--- src/rtl/instr_decode.sv ---
module instr_decode (
  input  logic [15:0] instr,
  input  logic [15:0] pc_inc,
  input  logic [15:0] src_a,
  input  logic [15:0] src_b,
  input  logic        flag_n,
  input  logic        flag_z,
  input  logic        flag_p,
  input  logic        user_mode,
  input  logic [15:0] wb_value,
  output logic [2:0]  dst_sel,
  output logic [2:0]  sel_a,
  output logic [2:0]  sel_b,
  output logic [3:0]  op_class,
  output logic [15:0] operand_b,
  output logic [15:0] mem_addr,
  output logic        mem_rd,
  output logic        mem_wr,
  output logic [15:0] next_pc,
  output logic        branch_taken,
  output logic        cc_update,
  output logic [2:0]  cc_next,
  output logic        link_write,
  output logic        indirect,
  output logic        exc_illegal,
  output logic        exc_priv
);
  localparam logic [3:0] CLS_ADD = 4'd0, CLS_AND = 4'd1, CLS_NOT = 4'd2,
                         CLS_LOAD = 4'd3, CLS_STORE = 4'd4, CLS_LEA = 4'd5,
                         CLS_BRANCH = 4'd6, CLS_JUMP = 4'd7, CLS_CALL = 4'd8,
                         CLS_TRAP = 4'd9, CLS_RTI = 4'd10, CLS_EXC = 4'd11;

  logic [3:0]  opc;
  logic [15:0] imm5_x, pc_rel9, pc_rel11, base_off6, trap_addr;
  logic        cond_hit;

  assign opc       = instr[15:12];
  assign imm5_x    = {{11{instr[4]}}, instr[4:0]};
  assign pc_rel9   = pc_inc + {{7{instr[8]}}, instr[8:0]};
  assign pc_rel11  = pc_inc + {{5{instr[10]}}, instr[10:0]};
  assign base_off6 = src_a + {{10{instr[5]}}, instr[5:0]};
  assign trap_addr = {8'h00, instr[7:0]};
  assign cond_hit  = |(instr[11:9] & {flag_n, flag_z, flag_p});

  assign cc_next[2] = wb_value[15];
  assign cc_next[1] = (wb_value == 16'h0000);
  assign cc_next[0] = !wb_value[15] && (wb_value != 16'h0000);

  always_comb begin
    dst_sel      = instr[11:9];
    sel_a        = instr[8:6];
    sel_b        = instr[2:0];
    op_class     = CLS_EXC;
    operand_b    = src_b;
    mem_addr     = pc_rel9;
    mem_rd       = 1'b0;
    mem_wr       = 1'b0;
    next_pc      = pc_inc;
    branch_taken = 1'b0;
    cc_update    = 1'b0;
    link_write   = 1'b0;
    indirect     = 1'b0;
    exc_illegal  = 1'b0;
    exc_priv     = 1'b0;
    case (opc)
      4'b0001, 4'b0101: begin
        op_class  = (opc == 4'b0001) ? CLS_ADD : CLS_AND;
        operand_b = instr[5] ? imm5_x : src_b;
        cc_update = 1'b1;
      end
      4'b1001: begin
        op_class  = CLS_NOT;
        cc_update = 1'b1;
      end
      4'b0010, 4'b1010: begin
        op_class  = CLS_LOAD;
        mem_rd    = 1'b1;
        indirect  = opc[3];
        cc_update = 1'b1;
      end
      4'b0110: begin
        op_class  = CLS_LOAD;
        mem_addr  = base_off6;
        mem_rd    = 1'b1;
        cc_update = 1'b1;
      end
      4'b1110: begin
        op_class  = CLS_LEA;
        cc_update = 1'b1;
      end
      4'b0011, 4'b1011: begin
        op_class = CLS_STORE;
        sel_b    = instr[11:9];
        mem_wr   = 1'b1;
        indirect = opc[3];
      end
      4'b0111: begin
        op_class = CLS_STORE;
        sel_b    = instr[11:9];
        mem_addr = base_off6;
        mem_wr   = 1'b1;
      end
      4'b0000: begin
        op_class     = CLS_BRANCH;
        branch_taken = cond_hit;
        next_pc      = cond_hit ? pc_rel9 : pc_inc;
      end
      4'b1100: begin
        op_class     = CLS_JUMP;
        next_pc      = src_a;
        branch_taken = 1'b1;
      end
      4'b0100: begin
        op_class     = CLS_CALL;
        dst_sel      = 3'd7;
        link_write   = 1'b1;
        next_pc      = instr[11] ? pc_rel11 : src_a;
        branch_taken = 1'b1;
      end
      4'b1111: begin
        op_class   = CLS_TRAP;
        dst_sel    = 3'd7;
        link_write = 1'b1;
        mem_addr   = trap_addr;
        mem_rd     = 1'b1;
      end
      4'b1000: begin
        sel_a    = 3'd6;
        mem_addr = src_a;
        if (user_mode) begin
          exc_priv = 1'b1;
        end else begin
          op_class = CLS_RTI;
          mem_rd   = 1'b1;
        end
      end
      default: exc_illegal = 1'b1;
    endcase
  end

  always_comb begin
    AST_EXC_QUIET: assert (!(exc_illegal || exc_priv) || !(mem_rd || mem_wr || cc_update || link_write));
    AST_RW_EXCL: assert (!(mem_rd && mem_wr));
    AST_CC_ONEHOT: assert ($onehot(cc_next));
    AST_LINK_R7: assert (!link_write || dst_sel == 3'd7);
    AST_IND_MEM: assert (!indirect || mem_rd || mem_wr);
    AST_LEA_NORD: assert (op_class != CLS_LEA || !mem_rd);
  end
endmodule

--- config.mk ---
export PLATFORM = sky130hd
export DESIGN_NAME = instr_decode
export DESIGN_NICKNAME = d
export VERILOG_FILES = /design/src/rtl/instr_decode.sv
export SDC_FILE = /design/constraint.sdc
export NUM_CORES = 1
export LEC_CHECK = 0
export ABC_CLOCK_PERIOD_IN_PS = 3850
export CORE_UTILIZATION = 35
export DETAILED_ROUTE_END_ITERATION = 8
export PLACE_DENSITY = 0.83
export SYNTH_ARGS = -nofsm -noshare
export SYNTH_HDL_FRONTEND = slang
export SYNTH_SLANG_ARGS = --single-unit
--- constraint.sdc ---
create_clock -name vclk -period 3.85
set_input_delay 0.385 -clock vclk [all_inputs]
set_output_delay 0.385 -clock vclk [all_outputs]
set_load 0.02 [all_outputs]
# After elaboration in Yosys (flattened, before gate mapping)
# Index checks and enable logic that the tools add are counted.
dict set report totals {
  ff_bits 0
  input_bits 84
  output_inout_bits 72
  word_cells 56
}
dict set report op_classes {
  add_sub_neg 3
  n_eq_ne 14
  mux 22
  bitwise_logic 1
  n_reduce_logical 16
}
# op count
set ops {}
lappend ops {{one-hot mux 16 bit (3 select lines)} 2}
lappend ops {{2-to-1 mux 16 bit} 4}
lappend ops {{adder 16 bit} 3}
lappend ops {{one-hot mux 4 bit (10 select lines)} 1}
lappend ops {{== test 4 bit, second input constant} 7}
lappend ops {{== test 4 x 3 -> 1 bit, second input constant} 4}
lappend ops {{zero test 16 bit} 1}
lappend ops {{nonzero test 16 bit} 1}
lappend ops {{OR reduction 15 bit} 1}
lappend ops {{2-to-1 mux 1 bit} 10}
lappend ops {{2-to-1 mux 3 bit} 3}
lappend ops {{OR reduction 3 bit} 3}
lappend ops {{== test 4 x 2 -> 1 bit, second input constant} 2}
lappend ops {{OR reduction 2 bit} 4}
lappend ops {{OR reduction 4 bit} 2}
lappend ops {{OR reduction 7 bit} 1}
lappend ops {{== test 4 x 1 -> 1 bit, second input constant} 1}
lappend ops {{zero test 4 bit} 1}
lappend ops {{one-hot mux 1 bit (2 select lines)} 2}
lappend ops {{bitwise AND 3 bit} 1}
lappend ops {{logical AND 1 bit} 1}
lappend ops {{zero test 1 bit} 1}

# Depth between registers and ports, before layout
# Gate-level depths: netlist of run 1.
dict set report depth {
  depth_word 4
  ltp_mapped 10
  ltp_nobuf 10
}

# Worst setup path before layout of run 1
# Ideal clock, no wire load.
dict set report synth_path {
  path_kind {input -> output}
  from {input instr[0]}
  to {output mem_addr[14]}
  arrival_ns 2.694
  required_time_ns 3.465
  path_slack_ns 0.771
  path_stages 10
  path_buffers 0
  cell_sequence {ha_1 -> fa_1 -> a211oi_1 -> o21ai_0 -> nand3_1 -> o21ai_0 -> o41ai_1 -> o21ai_0 -> xnor2_1 -> o21ai_0}
}
dict set report synth_via {
  elab_chain_len 2
  word_cells_on_any_way 3
  cone_classes {add/sub (2); mux (1)}
}
# element line
set synth_rtl {}
lappend synth_rtl {{start, declared} 2} ;# input logic [15:0] instr,
lappend synth_rtl {{adder 16 bit (on tied branches)} {39, 41}}
lappend synth_rtl {{one-hot mux 16 bit (3 select lines) (*)} 65} ;# case (opc)
lappend synth_rtl {{end, declared} 16} ;# output logic [15:0] mem_addr,
# Mark *: on every way between the ends. The rest lies on a longest branch, timed or not.

# Worst setup path after layout of run 1
dict set report layout_path {
  from {input instr[10]}
  to {output next_pc[2]}
}
dict set report layout_via {
  elab_chain_len 4
}
# element line
set layout_rtl {}
lappend layout_rtl {{bitwise AND 3 bit} 43} ;# assign cond_hit = |(instr[11:9] & {flag_n, flag_z, flag_p});
lappend layout_rtl {{OR reduction 3 bit} 43}
lappend layout_rtl {{2-to-1 mux 16 bit} 106} ;# next_pc = cond_hit ? pc_rel9 : pc_inc;
lappend layout_rtl {{one-hot mux 16 bit (3 select lines)} 65}
lappend layout_rtl {{end, declared} 19} ;# output logic [15:0] next_pc,
# Every way passes these cells.

==> run_results.csv, run 1 <==
group,metric,value,unit
worst_setup_path,critical_path.max_stage_delay,0.81,ns
synthesis,synth_cell_types,56,
worst_setup_path,crit_arrival,3.36,ns
sta,fin_crit,3.74,ns
grt,global_route.usage.met2,47.8,%
sta,setup_violations,0,
power_and_ir_drop,power_per_cell_area,176,nW/um^2
finish,finalCoreUtilization,60.4,%
sta,timing.fmax,267,MHz
power_and_ir_drop,worst_ir_drop_vdd,69.3,uV
grt,grt.met1_usage,32.3,%
die,die_y,91.3,um
finish,fillers,726,
worst_setup_path,cp.buffers_inverters,3,
drt,drt_iter0_markers,244,
finish,layout-area-overhead-vs-synth,67.5,%
hold_path,holdCritPathClass,"in -> out",
worst_setup_path,critPathTopFamily,"buffers and inverters",
grt,vias_in_the_first_global_route,3906,
sta,rsz0062_at_grt,"yes",
synthesis,synth.top_cells.by_area,"ha_1, nand2_1, o21ai_0",
worst_setup_path,worst_setup_path_start_kind,"input port",
synthesis,synth_nets,533,
finish,layout.nets,712,
die,core.rowCount,32,
grt,global_route.usage.met3,2.18,%
synthesis,synthesis.yosys.warnings,0,
synthesis,synth_area_per_cell,6.80,um^2
die,io_pins,156,
die,die_w,91.3,um
synthesis,mappedNetlistArea,2790,um^2
grt,antenna_found_initial,0,
place,dpl.hpwl,9550,um
sta,timing_max_transition_violations_final,0,
finish,ff_latch_count,0,
finish,antenna-diode-count,0,
drt,route.detailed.drc,0,
grt,grt_remaining_overflow,0,
drt,antenna_left,0,
synthesis,yosys-top-cells-count,"nand2_1, ha_1, o21ai_0, a21oi_1, nor2_1",
synthesis,synth-seq-area-share,0,%
synthesis,yosys.area.top_type_share,16.6,%
sta,holdWs,1.63,ns
synthesis,synth_largest_area_cell,"ha_1",
sta,worst_pin_slew,1.03,ns
drt,post_drt_via_cell_ratio,5.76,
grt,grt_first_pass_wirelength,18200,um
finish,clock_buffer_count,0,
worst_setup_path,cp_slowest_cell,"nor4_1",
die,floorplan.initialDensity,36.1,%
drt,routed_wirelength,11500,um
worst_setup_path,timing.setup.critical_path_class,"in -> out",
grt,groute.usage.overall,26.3,%
status,run_status,"finished clean",
worst_setup_path,timing.critical_path.fanout_max,6,
worst_setup_path,critical_path_required,3.46,ns
run,cap_viol_max_count,0,
worst_setup_path,critical_path.cell_chain,"clkdlybuf4s50_1, buf_4, a222oi_1, nor4_1, nor2_1, nor2_1, a221o_1, clkdlybuf4s50_1",
finish,register_area,0,um^2
synthesis,synthCells,410,
sta,final-hold-violation-count,0,
drt,detailroute.via_count,3969,
die,placeable_core_region,7730,um^2
place,port_buffers,156,
drt,wire_per_inst,16.6,um
grt,busiest_layer,"met2",
grt,maximum_number_of_pins_on_one_net_before_global_route_repair,20,
finish,post_route_cells_drive_above_1_share,10.2,%
power_and_ir_drop,p_leak,0.00205,uW
die,die-area,8330,um^2
drt,dr.pass1.iters,6,
worst_setup_path,endpoint_kind,"output pin",
place,gp_congestion,0.951,
sta,worst_slew_margin_rel,30.7,%
synthesis,synth.most_common_cell,"nand2_1",
sta,period_share,97.3,%
-- path summary, 6_finish.rpt --
path,from,endpoint,slack [ns],cells after the start
min,src_a[14],mem_addr[14],1.63,4
max,instr[10],next_pc[2],0.11,8
-- metal layers --
layer,vias to the layer above,wire length [um]
li1,1936,-
met1,1810,4770
met2,188,5540
met3,35,789
met4,0,369
met5,-,0
-- where the power goes --
group | switching (uW) | total [uW] | internal [uW]
Combinational | 426 | 822 | 396
Clock | 0 | 0 | 0
Sequential | 0 | 0 | 0
-- stage by stage --
stage | TNS (ns) | area [um^2] | total power, uW | worst slack, ns | instances
floorplan | 0 | 2790 | 455 | 0.771 | 410
global placement | -1.04 | 4690 | 814 | -0.183 | 689
detailed placement | -1.63 | 4690 | 830 | -0.263 | 689
CTS | 0 | 4670 | 817 | 0.00184 | 689
global route | -0.0250 | 4670 | 884 | -0.0247 | 689
finish | 0 | 4670 | 822 | 0.105 | 689
-- repair_timing --
item,in CTS,in global routing
gates resized for setup,14,9
hold buffers,0,0
hold endpoints to repair,0,0
buffers inserted,0,0
endpoints found under the setup margin,14,6
-- cell type report --
class,instances,area (um^2),area share (%)
multi-input combinational,379,2680,57.3
tap,102,128,2.73
inverter,16,60.1,1.29
timing repair buffer,192,1810,38.7
-- kinds of logic after synthesis --
kind of cell / Yosys count / synth area share [%]
xor+xnor: 33 / 10.4
compound gates: 141 / 36.4
fa+ha+maj: 39 / 18.0
mux: 10 / 3.90
buf+inv: 31 / 4.31
simple gates: 156 / 27.0
-- cell usage in the layout, fill, tap and decap left out, types with 11 or more instances in the layout --
cell | synthesis | routed
ha_1 | 37 | 37
clkdlybuf4s50_1 | 0 | 142
o21ai_0 | 37 | 37
a21oi_1 | 24 | 23
nand2_1 | 56 | 56
xnor2_1 | 16 | 16
a222oi_1 | 15 | 15
dlygate4sd2_1 | 0 | 11
nand2b_1 | 11 | 11
xor2_1 | 17 | 17
a22oi_1 | 14 | 14
nor2_1 | 24 | 24
buf_4 | 1 | 36
nand3_1 | 16 | 16
inv_1 | 15 | 15
(Power assumes the default switching activity.)
==> run 2: changes to the inputs <==
- CORE_UTILIZATION: 35 -> 44
- PLACE_DENSITY: 0.83 -> 0.95
==> run 2 against run 1 <==
  * Via count is 4.6% higher
  * Final cell count is 4.6% lower
  * Combinational power is 2% higher
  * Worst hold slack worse by 0.025 ns
  * Utilization is 17 points higher
  * Global-route usage is 7.3 points higher
  * Non-clock buffer count is 5 lower
  * Cell area is 0.56% lower
  * Wire length is 1.3% higher
  * Fmax is 0.32% lower
  * Critical path type unchanged
  * Largest cell class unchanged
  * Highest routed layer unchanged
==> run_results.csv, run 2 (same netlist as run 1, synthesis figures left out) <==
group,metric,value,unit
status,run_status,"finished clean",
sta,holdWs,1.61,ns
finish,register_area,0,um^2
run,cap_viol_max_count,0,
worst_setup_path,critical_path_required,3.46,ns
grt,grt_remaining_overflow,0,
worst_setup_path,crit_start,"instr[0]",
finish,layout.nets,707,
power_and_ir_drop,p_leak,0.00209,uW
sta,rsz0062_at_grt,"yes",
power_and_ir_drop,power_per_cell_area,180,nW/um^2
finish,post_route_cells_drive_above_1_share,10.3,%
place,gp_congestion,0.986,
sta,period_share,97.6,%
sta,timing_max_transition_violations_final,0,
sta,worst_slew_margin_rel,58.9,%
grt,antenna_found_initial,0,
sta,final-hold-violation-count,0,
die,core.rowCount,28,
finish,antenna-diode-count,0,
place,dpl_cell_area,4620,um^2
sta,totalNegativeSetupSlack,0,ns
worst_setup_path,timing.critical_path.fanout_max,4,
die,die_w,81.6,um
drt,antenna_left,0,
grt,grt_first_pass_wirelength,17900,um
worst_setup_path,crit_arrival,3.37,ns
power_and_ir_drop,worst_ir_drop_vdd,102,uV
die,floorplan.initialDensity,46.3,%
finish,fillers,426,
sta,worst_pin_slew,0.617,ns
place,port_buffers,156,
grt,groute.usage.overall,33.5,%
sta,setup_violations,0,
sta,fin_crit,3.76,ns
die,io_pins,156,
place,dpl.hpwl,9430,um
drt,wire_per_inst,17.7,um
clocking,cts_hold_buffers,0,
die,die-area,6660,um^2
drt,route.detailed.drc,0,
sta,timing.fmax,266,MHz
finish,clock_buffer_count,0,
grt,maximum_number_of_pins_on_one_net_before_global_route_repair,20,
finish,most_common_cell_after_layout_fill_and_taps_aside,"clkdlybuf4s50_1",
drt,drt_iter0_markers,530,
hold_path,holdCritPathClass,"in -> out",
worst_setup_path,endpoint_kind,"output pin",
worst_setup_path,timing.setup.critical_path_class,"in -> out",
finish,layout-area-overhead-vs-synth,66.5,%
die,placeable_core_region,6030,um^2
worst_setup_path,worst_setup_path_start_kind,"input port",
drt,detailroute.via_count,4152,
drt,post_drt_via_cell_ratio,6.32,
finish,ff_latch_count,0,
grt,vias_in_the_first_global_route,3850,
drt,dr.pass1.iters,5,
die,die_y,81.6,um
finish,most-common-layout-cells,"clkdlybuf4s50_1, nand2_1, o21ai_0, ha_1, buf_4",
finish,final_cell_area,4640,um^2
hold_path,hold_path_start,"src_a[12]",
drt,routed_wirelength,11600,um
run 2: changes by cell type in the layout (fill, tap and decap cells not counted), sizes merged:
cell and delta:
dlymetal6s2s +6, clkbuf +1, clkdlybuf4s15 +1, buf -5, dlygate4sd2 -7, clkdlybuf4s50 -1
run 2: layout make-up:
| class | count | area (um^2) | share of cell area [%] |
|---|---|---|---|
| timing repair buffer | 187 | 1790 | 38.5 |
| multi-input combinational | 379 | 2700 | 58.2 |
| inverter | 16 | 60.1 | 1.29 |
| tap | 75 | 93.8 | 2.02 |
run 2: critical path: stages:
cell and delay, ns:
clkdlybuf4s50_1 0.44, buf_4 0.17, ha_1 0.23, fa_2 0.38
a21oi_2 0.16, o22ai_1 0.12, o22a_2 0.25, a21o_1 0.19
a21o_1 0.25, xor2_1 0.17, a222oi_1 0.24, nand2_1 0.09
clkdlybuf4s15_1 0.29
run 2: per-stage QoR:
step | setup slack (ns) | util, % | total power [uW] | std cells
2_1_floorplan | 0.771 | - | 455 | 410
3_3_place_gp | -0.151 | 76.6 | 800 | 657
3_5_place_dp | -0.238 | 76.6 | 824 | 657
4_1_cts | 0.0270 | 76.4 | 818 | 657
5_1_grt | -0.0741 | 77.1 | 893 | 657
6_report | 0.0932 | 77.1 | 837 | 657
run 2: power by group:
| group | internal [uW] | switching (uW) | leakage [uW] |
|---|---|---|---|
| registers | 0 | 0 | 0 |
| logic | 397 | 439 | 0.00209 |
| clock network | 0 | 0 | 0 |
| total | 397 | 439 | 0.00209 |
run 2: worst paths after layout:
check	end	slack, ns	cells after the start
hold / removal	mem_addr[12]	1.61	4
setup / recovery	next_pc[10]	0.09	13
run 2: what timing repair did:
action                     in CTS  in global routing
gates resized for setup         9                 23
setup endpoints to repair       9                 12
pin swaps                       0                  1
buffers inserted                0                  0
run 2: routing by layer:
metal / GRT usage (%) / share of wire (%) / vias to the layer above
li1: - / - / 1917
met5: 0 / 0 / -
met4: 11.1 / 3.0 / 0
met3: 3.00 / 9.4 / 51
met1: 42.1 / 39 / 1905
met2: 59.6 / 49 / 279
